File: config.mk
export PLATFORM = sky130hd
export DESIGN_NAME = modn_reload_counter
export DESIGN_NICKNAME = d
export VERILOG_FILES = /design/src/rtl/modn_pkg.sv /design/src/rtl/modn_rst_sync.sv /design/src/rtl/modn_term_decode.sv /design/src/rtl/modn_next_state.sv /design/src/rtl/modn_state_reg.sv /design/src/rtl/modn_reload_counter.sv
export SDC_FILE = /design/constraint.sdc
export NUM_CORES = 1
export LEC_CHECK = 0
export CORE_AREA = 4 4 41 43
export CTS_CLUSTER_SIZE = 30
export DETAILED_ROUTE_END_ITERATION = 10
export DIE_AREA = 0 0 45 47
export DONT_BUFFER_PORTS = 1
export PLACE_DENSITY = 0.6
export SLEW_MARGIN = 20
export SYNTH_ARGS = -nofsm -noshare
export SYNTH_HDL_FRONTEND = slang
export SYNTH_SLANG_ARGS = --single-unit
File: constraint.sdc
create_clock -name clk -period 1.4 [get_ports clk]
set_input_delay 0 -clock clk [delete_from_list [all_inputs] [get_ports clk]]
set_output_delay 0 -clock clk [all_outputs]
set_load 0.03 [all_outputs]
File: src/rtl/modn_pkg.sv
package modn_pkg;

  // Load behaviour selected by the mode pin
  typedef enum logic {
    LD_CLOCKED   = 1'b0,
    LD_IMMEDIATE = 1'b1
  } load_style_e;

  localparam int unsigned MODN_DEF_W    = 4;
  localparam int unsigned MODN_DEF_TERM = 12;

endpackage

File: src/rtl/modn_rst_sync.sv
module modn_rst_sync #(
  parameter int unsigned STAGES = 2
) (
  input  logic clk,
  input  logic rst_n,
  output logic rst_s_n
);

  logic [STAGES-1:0] sh_q;

  always_ff @(posedge clk or negedge rst_n) begin
    if (!rst_n) begin
      sh_q <= '0;
    end else begin
      sh_q <= {sh_q[STAGES-2:0], 1'b1};
    end
  end

  assign rst_s_n = sh_q[STAGES-1];

endmodule

File: src/rtl/modn_term_decode.sv
module modn_term_decode #(
  parameter int unsigned WIDTH      = 4,
  parameter int unsigned TERM_STATE = 12,
  parameter bit          ENABLE     = 1'b1
) (
  input  logic [WIDTH-1:0] state_q,
  output logic             hit
);

  localparam logic [WIDTH-1:0] TERM_V = WIDTH'(TERM_STATE);

  generate
    if (ENABLE) begin : g_dec
      assign hit = (state_q == TERM_V);
    end else begin : g_nodec
      assign hit = 1'b0;
    end
  endgenerate

endmodule

File: src/rtl/modn_next_state.sv
module modn_next_state
  import modn_pkg::*;
#(
  parameter int unsigned WIDTH = 4
) (
  input  logic [WIDTH-1:0] state_q,
  input  logic [WIDTH-1:0] preset,
  input  logic             load_req_n,
  input  logic             cnt_en,
  input  load_style_e      style,
  input  logic             term_hit,
  input  logic             run,
  output logic [WIDTH-1:0] view,
  output logic [WIDTH-1:0] state_d,
  output logic             upd
);

  localparam logic [WIDTH-1:0] ONE = WIDTH'(1);

  logic ext_ld;
  logic any_ld;
  logic ovr;
  logic clk_ld;

  always_comb begin
    ext_ld = ~load_req_n;
    any_ld = ext_ld | term_hit;
    // immediate style: output follows the preset without waiting for an edge
    ovr    = run & (style == LD_IMMEDIATE) & any_ld;
    clk_ld = (style == LD_CLOCKED) & any_ld;
    view   = ovr ? preset : state_q;
    // a held external load pins the register; a self-reload in immediate
    // style has already been applied to view, so counting continues from it
    if (ext_ld || clk_ld) begin
      state_d = preset;
    end else if (cnt_en) begin
      state_d = view + ONE;
    end else begin
      state_d = view;
    end
    upd = any_ld | cnt_en;
  end

endmodule

File: src/rtl/modn_state_reg.sv
module modn_state_reg #(
  parameter int unsigned WIDTH = 4
) (
  input  logic             clk,
  input  logic             rst_n,
  input  logic             en,
  input  logic [WIDTH-1:0] d,
  output logic [WIDTH-1:0] q
);

  always_ff @(posedge clk or negedge rst_n) begin
    if (!rst_n) begin
      q <= '0;
    end else if (en) begin
      q <= d;
    end
  end

endmodule

File: src/rtl/modn_reload_counter.sv
module modn_reload_counter
  import modn_pkg::*;
#(
  parameter int unsigned WIDTH       = MODN_DEF_W,
  parameter int unsigned TERM_STATE  = MODN_DEF_TERM,
  parameter bit          AUTO_RELOAD = 1'b1,
  parameter int unsigned SYNC_STAGES = 2
) (
  input  logic             clk,
  input  logic             rst_n,
  input  logic             load_n,
  input  logic [WIDTH-1:0] preset_val,
  input  logic             cnt_en,
  input  logic             async_mode,
  output logic [WIDTH-1:0] count,
  output logic             term_hit
);

  logic             rst_s_n;
  logic [WIDTH-1:0] state_q;
  logic [WIDTH-1:0] state_d;
  logic [WIDTH-1:0] view;
  logic             upd;
  logic             hit;
  load_style_e      style;

  assign style = load_style_e'(async_mode);

  modn_rst_sync #(.STAGES(SYNC_STAGES)) rst_sync_i (
    .clk     (clk),
    .rst_n   (rst_n),
    .rst_s_n (rst_s_n)
  );

  modn_term_decode #(
    .WIDTH      (WIDTH),
    .TERM_STATE (TERM_STATE),
    .ENABLE     (AUTO_RELOAD)
  ) term_i (
    .state_q (state_q),
    .hit     (hit)
  );

  modn_next_state #(.WIDTH(WIDTH)) nxt_i (
    .state_q    (state_q),
    .preset     (preset_val),
    .load_req_n (load_n),
    .cnt_en     (cnt_en),
    .style      (style),
    .term_hit   (hit),
    .run        (rst_s_n),
    .view       (view),
    .state_d    (state_d),
    .upd        (upd)
  );

  modn_state_reg #(.WIDTH(WIDTH)) reg_i (
    .clk   (clk),
    .rst_n (rst_s_n),
    .en    (upd),
    .d     (state_d),
    .q     (state_q)
  );

  assign count    = view;
  assign term_hit = hit;

endmodule

## After elaboration in Yosys (flattened, before gate mapping)

Cells that the tools add are included.

| storage, ports and cells | value |
|---|---|
| bits in registers | 6 |
| input port bits | 9 |
| output and inout port bits | 5 |

| operators by class | value |
|---|---|
| bitwise gates (word level) | 7 |
| equal/unequal tests | 1 |
| muxes and demuxes | 3 |
| add/subtract/negate cells | 1 |
| reductions and logical operators | 1 |

Operators with widths:

| cell | count |
|---|---|
| 2-to-1 mux 4 bit | 3 |
| adder 4 x 1 -> 4 bit, second input constant | 1 |
| equality test 4 bit, second input constant | 1 |
| AND 1 bit | 3 |
| inverter 1 bit | 2 |
| OR 1 bit | 2 |
| logical OR 1 bit | 1 |

## Depth between registers and ports, before layout

Gate-level depths: netlist of the first run.

| depth | value |
|---|---|
| word-level depth | 7 |
| gate-level depth with buffers | 6 |
| mapped depth without buffers | 5 |

## Cells and area by module

Synthesis of the first run repeated with hierarchy kept, for this count alone.

| second synthesis, totals | value |
|---|---|
| cell total of the unflattened synthesis | 42 |
| area, all modules | 467.9 µm² |

Modules (own cells, without submodules):

| module | cells each | seq. area each (µm²) | instances | area each (µm²) |
|---|---|---|---|---|
| modn_next_state | 30 | 0.0 | 1 | 256.5 |
| modn_state_reg | 8 | 100.1 | 1 | 145.1 |
| modn_rst_sync | 3 | 50.0 | 1 | 53.8 |
| modn_term_decode | 1 | 0.0 | 1 | 12.5 |

## Worst setup path before layout of the first run

Ideal clock, no wire load.

| timing path | value |
|---|---|
| kind | register -> register |
| start | register reg_i.q[1] |
| end | register reg_i.q[3] |
| data arrival time | 1791 ps |
| buffers on the path | 1 |
| stages on the path, launching flop included | 7 |
| setup slack | -517 ps |
| data required time | 1274 ps |
| cells stage by stage | dfrtp_1 > nand4bb_1 > buf_6 > a21oi_4 > mux2i_1 > or4_1 > o311a_1 |

| on the way | value |
|---|---|
| word-level cells in the longest chain between the ends | 7 |

RTL lines:

| item | line | source |
|---|---|---|
| from (decl) | modn_state_reg.sv:8 | `output logic [WIDTH-1:0] q` |
| from (signal assigned) | modn_state_reg.sv:13 | `q <= '0;` |
| from (signal assigned) | modn_state_reg.sv:15 | `q <= d;` |
| equality test 4 bit | modn_term_decode.sv:14 | `assign hit = (state_q == TERM_V);` |
| OR 1 bit | modn_next_state.sv:27 | `any_ld = ext_ld \| term_hit;` |
| AND 1 bit | modn_next_state.sv:29 | `ovr = run & (style == LD_IMMEDIATE) & any_ld;` |
| 2-to-1 mux 4 bit | modn_next_state.sv:31 | `view = ovr ? preset : state_q;` |
| adder 4 x 1 -> 4 bit | modn_next_state.sv:37 | `state_d = view + ONE;` |
| 2-to-1 mux 4 bit | modn_next_state.sv:36 | `end else if (cnt_en) begin` |
| 2-to-1 mux 4 bit | modn_next_state.sv:34 | `if (ext_ld \|\| clk_ld) begin` |

Several ways; a longest one is shown, not always the timed one.
A chain may end at the register's enable or synchronous reset.

## Worst setup path after layout of the first run

Same ends and word-level chain as after synthesis.

==> metrics.json, run 1 <==
{
  "place": {
    "gpl.final_weighted_congestion": 0.767,
    "place.port_buffers": 0,
    "detailedPlacementHpwl_um": 1080,
    "post_dp_cell_area_um2": 647
  },
  "floorplanning": {
    "die_area_um2": 2120,
    "floorplan.rows": 13,
    "number_of_top_level_pins": 14,
    "floorplan.initialDensity_pct": 38.9,
    "core_area_um2": 1300,
    "dieWidth_um": 45,
    "dieHeight_um": 47
  },
  "worst_setup_path": {
    "critical_path.endpoint_type": "register",
    "cp_max_stage_cell": "or4_1",
    "critical_path.max_fanout": 4,
    "worstPathBufferInverterCount": 0,
    "critPathMaxStageDelay_ns": 0.52,
    "worstPathArrival_ns": 1.90,
    "cp.required_ns": 1.51,
    "critical_path.startpoint_type": "register",
    "timing.critical_path.cells": "nand4bb_4 > o211ai_1 > nand2_1 > or4_1 > o311a_1",
    "crit_path_leading_delay_family": "simple AND/OR/NAND/NOR gates",
    "path_class": "reg2reg"
  },
  "sta": {
    "timing.final.setup_violations": 8,
    "rsz0062_at_grt": "yes",
    "final.setup_skew_ns": 0.00388,
    "fin_crit_sh_pct": 128,
    "finalMaxSlewViolations": 0,
    "achievable-frequency_mhz": 560,
    "finalCriticalPeriod_ns": 1.79,
    "hold_violations": 0,
    "setup_slack_ns": -0.386
  },
  "cts": {
    "cts.path.max_buffers": 2,
    "tritoncts": "done",
    "numClockSinks": 6,
    "path_clk_slew_ns": 0.04,
    "clk_latency_ns": 0.23,
    "clk_root_buffer_cell": "clkbuf_4",
    "cts_inserted_buffers": 3,
    "htree_levels": 1
  },
  "yosys": {
    "cells_after_synthesis": 56,
    "synth_area_per_cell_um2": 9.05,
    "post_synth_main_area_contributors": "dfrtp_1 30%, mux2i_1 5.9%, inv_1 4.4%, nand2_1 4.4%, a22o_2 4.0%",
    "syn_area_um2": 507,
    "synth_top_area_share_pct": 29.6,
    "post_synth_num_cell_types": 32,
    "number_of_storage_elements_in_the_synthesis_netlist": 6,
    "share_of_the_yosys_chip_area_belonging_to_registers_pct": 29.6,
    "primary_ff_master_synth": "dfrtp_1",
    "synth_top_cells_by_count": "6 x dfrtp_1, 6 x inv_1, 6 x nand2_1, 3 x a21oi_1, 3 x mux2i_1",
    "synth_warnings": 0,
    "yosys.area.top_type": "dfrtp_1",
    "syn_nets": 65,
    "synth_edf_count": 0,
    "synth_async_sr_flop_share_pct": 100
  },
  "drt": {
    "avgViaCountPerCell": 5.60,
    "wl_per_cell_um": 14.9,
    "num_vias": 566,
    "drt_iter0_drc": 4,
    "detail-route-antenna-nets": 0,
    "dr.pass1.iters": 4,
    "finalWirelength_um": 1500,
    "drc": 0
  },
  "layout": {
    "n_fill_cell": 104,
    "antenna_diode_count": 0,
    "layout_cells_sized_above_1_pct": 47.7,
    "area_delta_synth_final_pct": 71.9,
    "fin_nets": 97,
    "finish.instance_area_um2": 871
  },
  "global_route": {
    "grt_remaining_overflow": 0,
    "antenna_violations_before_repair": 0,
    "first_pass_grt_wire_length_um": 2350,
    "gr-usage-all-layers_pct": 15.5,
    "grt_start_max_net_pins": 11,
    "number_of_global_route_vias_before_repair": 520
  },
  "outcome": {
    "outcome": "finished with violations",
    "failed_checks": "negative setup slack"
  },
  "pwr": {
    "p_total_uw": 721,
    "p_leak_nw": 0.394,
    "ir_worst_vdd_uv": 471,
    "powerDensity_nw_per_um2": 828
  },
  "worst_hold_path": {
    "kind_of_path_behind_the_tightest_hold_check": "in2reg"
  },
  "job": {
    "cap_viol_max_count": 0
  }
}
sequential cells by signal, indices dropped and copies added (netlist names):
register,flops
reg_i.q,4
rst_sync_i.sh_q,2
layout make-up:
cell class                 count  area, um^2  area share, %
clock buffer                   3        22.5           2.59
inverter                       6        25.0           2.87
multi-input combinational     42         379           43.5
sequential                     6         150           17.2
tap                           15        18.8           2.16
timing repair buffer          29         275           31.6
layout by cell type (no fill, tap or decap), types with 2 or more instances in the layout:
cell and count:
nand2_1 6, mux2i_1 2, clkbuf_4 3, dfrtp_1 6, nand4_1 2, buf_4 14
o211ai_1 2, buf_6 8, a22o_4 2, nand3_1 2, inv_1 5, dlygate4sd3_1 6
a21oi_1 2
final timing paths:
check                                               endpoint  slack (ns)  cells past startpoint                          from
worst min register to register        reg_i.q[2]$_DFFE_PN0P_        0.26                      1  rst_sync_i.sh_q[1]$_DFF_PN0_
worst max-delay path                  reg_i.q[3]$_DFFE_PN0P_       -0.39                      5        reg_i.q[1]$_DFFE_PN0P_
worst max register to register        reg_i.q[3]$_DFFE_PN0P_       -0.39                      5        reg_i.q[1]$_DFFE_PN0P_
worst min-delay path                  reg_i.q[1]$_DFFE_PN0P_        0.01                      2                 preset_val[1]
max in group asynchronous       rst_sync_i.sh_q[0]$_DFF_PN0_        0.75                      2                         rst_n
min in group asynchronous             reg_i.q[2]$_DFFE_PN0P_        0.26                      1  rst_sync_i.sh_q[1]$_DFF_PN0_
per-stage QoR:
| stage | setup slack [ns] | cells | util, % | hold slack, ns | TNS, ns |
|---|---|---|---|---|---|
| 6_report | -0.386 | 101 | 66.9 | 0.0121 | -1.91 |
| 5_1_grt | -0.434 | 101 | 66.9 | 0.0253 | -2.57 |
| 4_1_cts | -0.353 | 98 | 63.4 | 0.00459 | -1.95 |
| 3_5_place_dp | -0.401 | 88 | 49.7 | -0.296 | -1.50 |
| 3_3_place_gp | -0.344 | 88 | 49.7 | -0.296 | -1.22 |
| 2_1_floorplan | -0.435 | 56 | - | -0.296 | -1.04 |
logic make-up after synthesis:
kind of cell / share of synthesized area [%]
multiplexers: 8.15
AO/OA/AOI/OAI: 30.6
flip-flops: 29.6
buffers and inverters: 9.38
AND/OR/NAND/NOR: 19.8
other: 0.740
XOR/XNOR: 1.73
power by group:
group | internal [mW] | switching (mW)
clock network | 0.0963 | 0.0523
logic | 0.191 | 0.169
registers | 0.195 | 0.0172
routing by layer:
| metal | track usage [%] | vias up | wire length (um) |
|---|---|---|---|
| met3 | 2.30 | 0 | 100 |
| met1 | 21.0 | 269 | 646 |
| met2 | 24.9 | 19 | 754 |
| met5 | 0 | - | 0 |
| met4 | 5.85 | 0 | 0 |
| li1 | - | 278 | - |
what timing repair did:
action	in CTS	in global routing
buffers inserted	1	3
pin swaps	4	4
endpoints found under the hold margin	6	0
hold buffers	6	0
resized for setup	16	3
endpoints found under the setup margin	9	8
(Power assumes the default switching activity.)
==> run 2, diff against run 1 <==
--- a/config.mk
+++ b/config.mk
@@ -11,7 +11,9 @@
 export DIE_AREA = 0 0 45 47
 export DONT_BUFFER_PORTS = 1
 export PLACE_DENSITY = 0.6
-export SLEW_MARGIN = 20
+export RECOVER_POWER = 100
+export REMOVE_ABC_BUFFERS = 1
+export SLEW_MARGIN = 0
 export SYNTH_ARGS = -nofsm -noshare
 export SYNTH_HDL_FRONTEND = slang
 export SYNTH_SLANG_ARGS = --single-unit
==> metrics.json, run 2 (synthesized netlist as in run 1, its figures left out) <==
{
  "sta": {
    "final.setup_skew": {"value": 0.00659, "unit": "ns", "change": "+0.00271 ns"},
    "fin_crit_sh": {"value": 124, "unit": "%", "change": "-3.6 points"},
    "finalCriticalPeriod": {"value": 1.74, "unit": "ns", "change": "-0.0508 ns"},
    "final.hold.worst_slack": {"value": 0.0507, "unit": "ns", "change": "+0.0387 ns"},
    "hold_violations": {"value": 0, "change": "unchanged"},
    "finalMaxSlewViolations": {"value": 0, "change": "unchanged"},
    "rsz0062_at_grt": "yes",
    "timing.final.setup_violations": {"value": 8, "change": "unchanged"},
    "setup_slack": {"value": -0.335, "unit": "ns", "change": "+0.0508 ns"},
    "timing.setup.tns": {"value": -1.82, "unit": "ns", "change": "+0.0951 ns"},
    "achievable-frequency": {"value": 576, "unit": "MHz", "change": "+2.9%"}
  },
  "cts": {
    "clk_latency": {"value": 0.25, "unit": "ns", "change": "+0.02 ns"},
    "path_clk_slew": {"value": 0.05, "unit": "ns", "change": "about the same"},
    "clk_root_buffer_cell": "clkbuf_4",
    "numClockSinks": {"value": 6, "change": "unchanged"},
    "cts_inserted_buffers": {"value": 3, "change": "unchanged"},
    "htree_levels": {"value": 1, "change": "unchanged"},
    "tritoncts": "done",
    "cts.path.max_buffers": {"value": 2, "change": "unchanged"}
  },
  "global_route": {
    "number_of_global_route_vias_before_repair": {"value": 585, "change": "+13%"},
    "gr-usage-all-layers": {"value": 18.2, "unit": "%", "change": "+2.7 points"},
    "antenna_violations_before_repair": {"value": 0, "change": "unchanged"},
    "first_pass_grt_wire_length": {"value": 2620, "unit": "um", "change": "+11%"},
    "grt_remaining_overflow": {"value": 0, "change": "unchanged"},
    "grt_start_max_net_pins": {"value": 11, "change": "unchanged"}
  },
  "layout": {
    "layout_cells_sized_above_1": {"value": 43.0, "unit": "%", "change": "-4.7 points"},
    "most_frequent_cells_in_the_layout": "16 x buf_4, 7 x dlygate4sd3_1",
    "layout.cells.most_common": "buf_4",
    "largest_register_ff_count": {"value": 4, "change": "unchanged"},
    "antenna_diode_count": {"value": 0, "change": "unchanged"},
    "fin_nets": {"value": 97, "change": "unchanged"},
    "area_delta_synth_final_pct": 69.1,
    "register_with_the_highest_flop_count": "reg_i.q",
    "stdcell_count": {"value": 101, "change": "unchanged"},
    "top_flop_regs": "reg_i.q x4, rst_sync_i.sh_q x2",
    "n_fill_cell": {"value": 102, "change": "-1.9%"}
  },
  "floorplanning": {
    "number_of_top_level_pins": {"value": 14, "change": "unchanged"},
    "core_area": {"value": 1300, "unit": "um^2", "change": "unchanged"},
    "floorplan.initialDensity": {"value": 38.9, "unit": "%", "change": "unchanged"},
    "die_area": {"value": 2120, "unit": "um^2", "change": "unchanged"},
    "dieWidth": {"value": 45, "unit": "um", "change": "unchanged"},
    "floorplan.rows": {"value": 13, "change": "unchanged"},
    "dieHeight": {"value": 47, "unit": "um", "change": "unchanged"}
  },
  "drt": {
    "avgViaCountPerCell": {"value": 5.73, "change": "+2.3%"},
    "finalWirelength": {"value": 1660, "unit": "um", "change": "+11%"},
    "wl_per_cell": {"value": 16.4, "unit": "um", "change": "+11%"},
    "num_vias": {"value": 579, "change": "+2.3%"},
    "drt_iter0_drc": {"value": 13, "change": "+9"},
    "dr.pass1.iters": {"value": 4, "change": "unchanged"},
    "drc": {"value": 0, "change": "unchanged"},
    "detail-route-antenna-nets": {"value": 0, "change": "unchanged"}
  },
  "worst_setup_path": {
    "critical_path.startpoint_type": "register",
    "worstPathArrival": {"value": 1.87, "unit": "ns", "change": "-0.03 ns"},
    "cp.required": {"value": 1.53, "unit": "ns", "change": "+0.02 ns"},
    "path_class": "reg2reg",
    "critical_path.max_fanout": {"value": 4, "change": "unchanged"},
    "critical_path.endpoint_type": "register"
  },
  "place": {
    "gpl.final_weighted_congestion": {"value": 0.799, "change": "+4.2%"},
    "detailedPlacementHpwl": {"value": 1050, "unit": "um", "change": "-2.9%"},
    "place.port_buffers": {"value": 0, "change": "unchanged"},
    "placedCellCount": {"value": 86, "change": "-2.3%"},
    "preCtsSetupSlack": {"value": -0.464, "unit": "ns", "change": "-0.0625 ns"}
  },
  "pwr": {
    "ir_worst_vdd": {"value": 658, "unit": "uV", "change": "+40%"},
    "internal-power": {"value": 476, "unit": "uW", "change": "-1.3%"},
    "p_total": {"value": 729, "unit": "uW", "change": "+1.2%"},
    "power.net_switching": {"value": 253, "unit": "uW", "change": "+6.2%"},
    "share_comb_of_total_power": {"value": 48.2, "unit": "%", "change": "-1.7 points"},
    "netSwitchingFraction": {"value": 34.7, "unit": "%", "change": "+1.6 points"},
    "power.share.clock": {"value": 22.0, "unit": "%", "change": "+1.4 points"},
    "p_leak": {"value": 0.388, "unit": "nW", "change": "-1.7%"},
    "sequentialPowerShare": {"value": 29.8, "unit": "%", "change": "+0.3 points"},
    "powerDensity": {"value": 851, "unit": "nW/um^2", "change": "+2.8%"}
  },
  "outcome": {
    "failed_checks": "negative setup slack",
    "outcome": "finished with violations"
  },
  "job": {
    "cap_viol_max_count": {"value": 0, "change": "unchanged"}
  },
  "worst_hold_path": {
    "kind_of_path_behind_the_tightest_hold_check": "in2reg"
  }
}
[run 2: cell types whose count changed in the layout (fill, tap and decap cells not counted), sizes merged]
cell	change
buf	-1
dlygate4sd3	+1
[run 2: final cells by class]
cell class              count  area, um^2  share of cell area, %
multi-input cells          42         385                   45.0
repair buffers             29         258                   30.1
flip-flops and latches      6         150                   17.5
clock buffers               3        22.5                   2.63
inverters                   6        22.5                   2.63
well taps                  15        18.8                   2.19
[run 2: power by group through the flow]
stage / clock, mW / combinational [mW] / sequential, mW
final: 0.160 / 0.351 / 0.218
after CTS: 0.160 / 0.332 / 0.215
after floorplan: 0 / 0.155 / 0.217
after global routing: 0.182 / 0.375 / 0.219
after detailed placement: 0 / 0.262 / 0.212
after global placement: 0 / 0.261 / 0.210
[run 2: metal layers]
metal  vias up  GRT usage [%]  wire length, um
met1       273           18.8              693
met2        23           31.6              803
met3         4           4.60              115
met5         -              0                0
li1        279              -                -
met4         0           13.5               46
[run 2: final timing paths]
check	slack, ns	to	cells after the start	startpoint
min reg2reg	0.26	reg_i.q[1]$_DFFE_PN0P_	1	rst_sync_i.sh_q[1]$_DFF_PN0_
max reg2reg	-0.34	reg_i.q[3]$_DFFE_PN0P_	5	reg_i.q[0]$_DFFE_PN0P_
min	0.05	reg_i.q[0]$_DFFE_PN0P_	2	load_n
max	-0.34	reg_i.q[3]$_DFFE_PN0P_	5	reg_i.q[0]$_DFFE_PN0P_
max in group asynchronous	0.76	rst_sync_i.sh_q[1]$_DFF_PN0_	2	rst_n
min in group asynchronous	0.26	reg_i.q[1]$_DFFE_PN0P_	1	rst_sync_i.sh_q[1]$_DFF_PN0_
[run 2: what timing repair did]
| action | CTS | global route |
|---|---|---|
| endpoints found under the hold margin | 6 | 0 |
| gates resized for setup | 13 | 6 |
| hold buffers | 7 | 0 |
| cloned | 0 | 0 |
| endpoints found under the setup margin | 8 | 8 |
| buffers inserted | 5 | 1 |
| pin swaps | 11 | 7 |
[run 2: worst max-delay path, cell delays in order, from the launching register on]
cell and delay [ns]:
dfrtp_1 0.39, nand4bb_4 0.28, buf_6 0.17, and3_4 0.16, or4_1 0.49, o311a_1 0.13
[run 2: metrics by stage]
stage | util (%) | instance area, um^2
3_5_place_dp | 48.3 | 628
4_1_cts | 63.6 | 827
3_3_place_gp | 48.3 | 628
5_1_grt | 65.9 | 857
6_report | 65.9 | 857
2_1_floorplan | - | 482
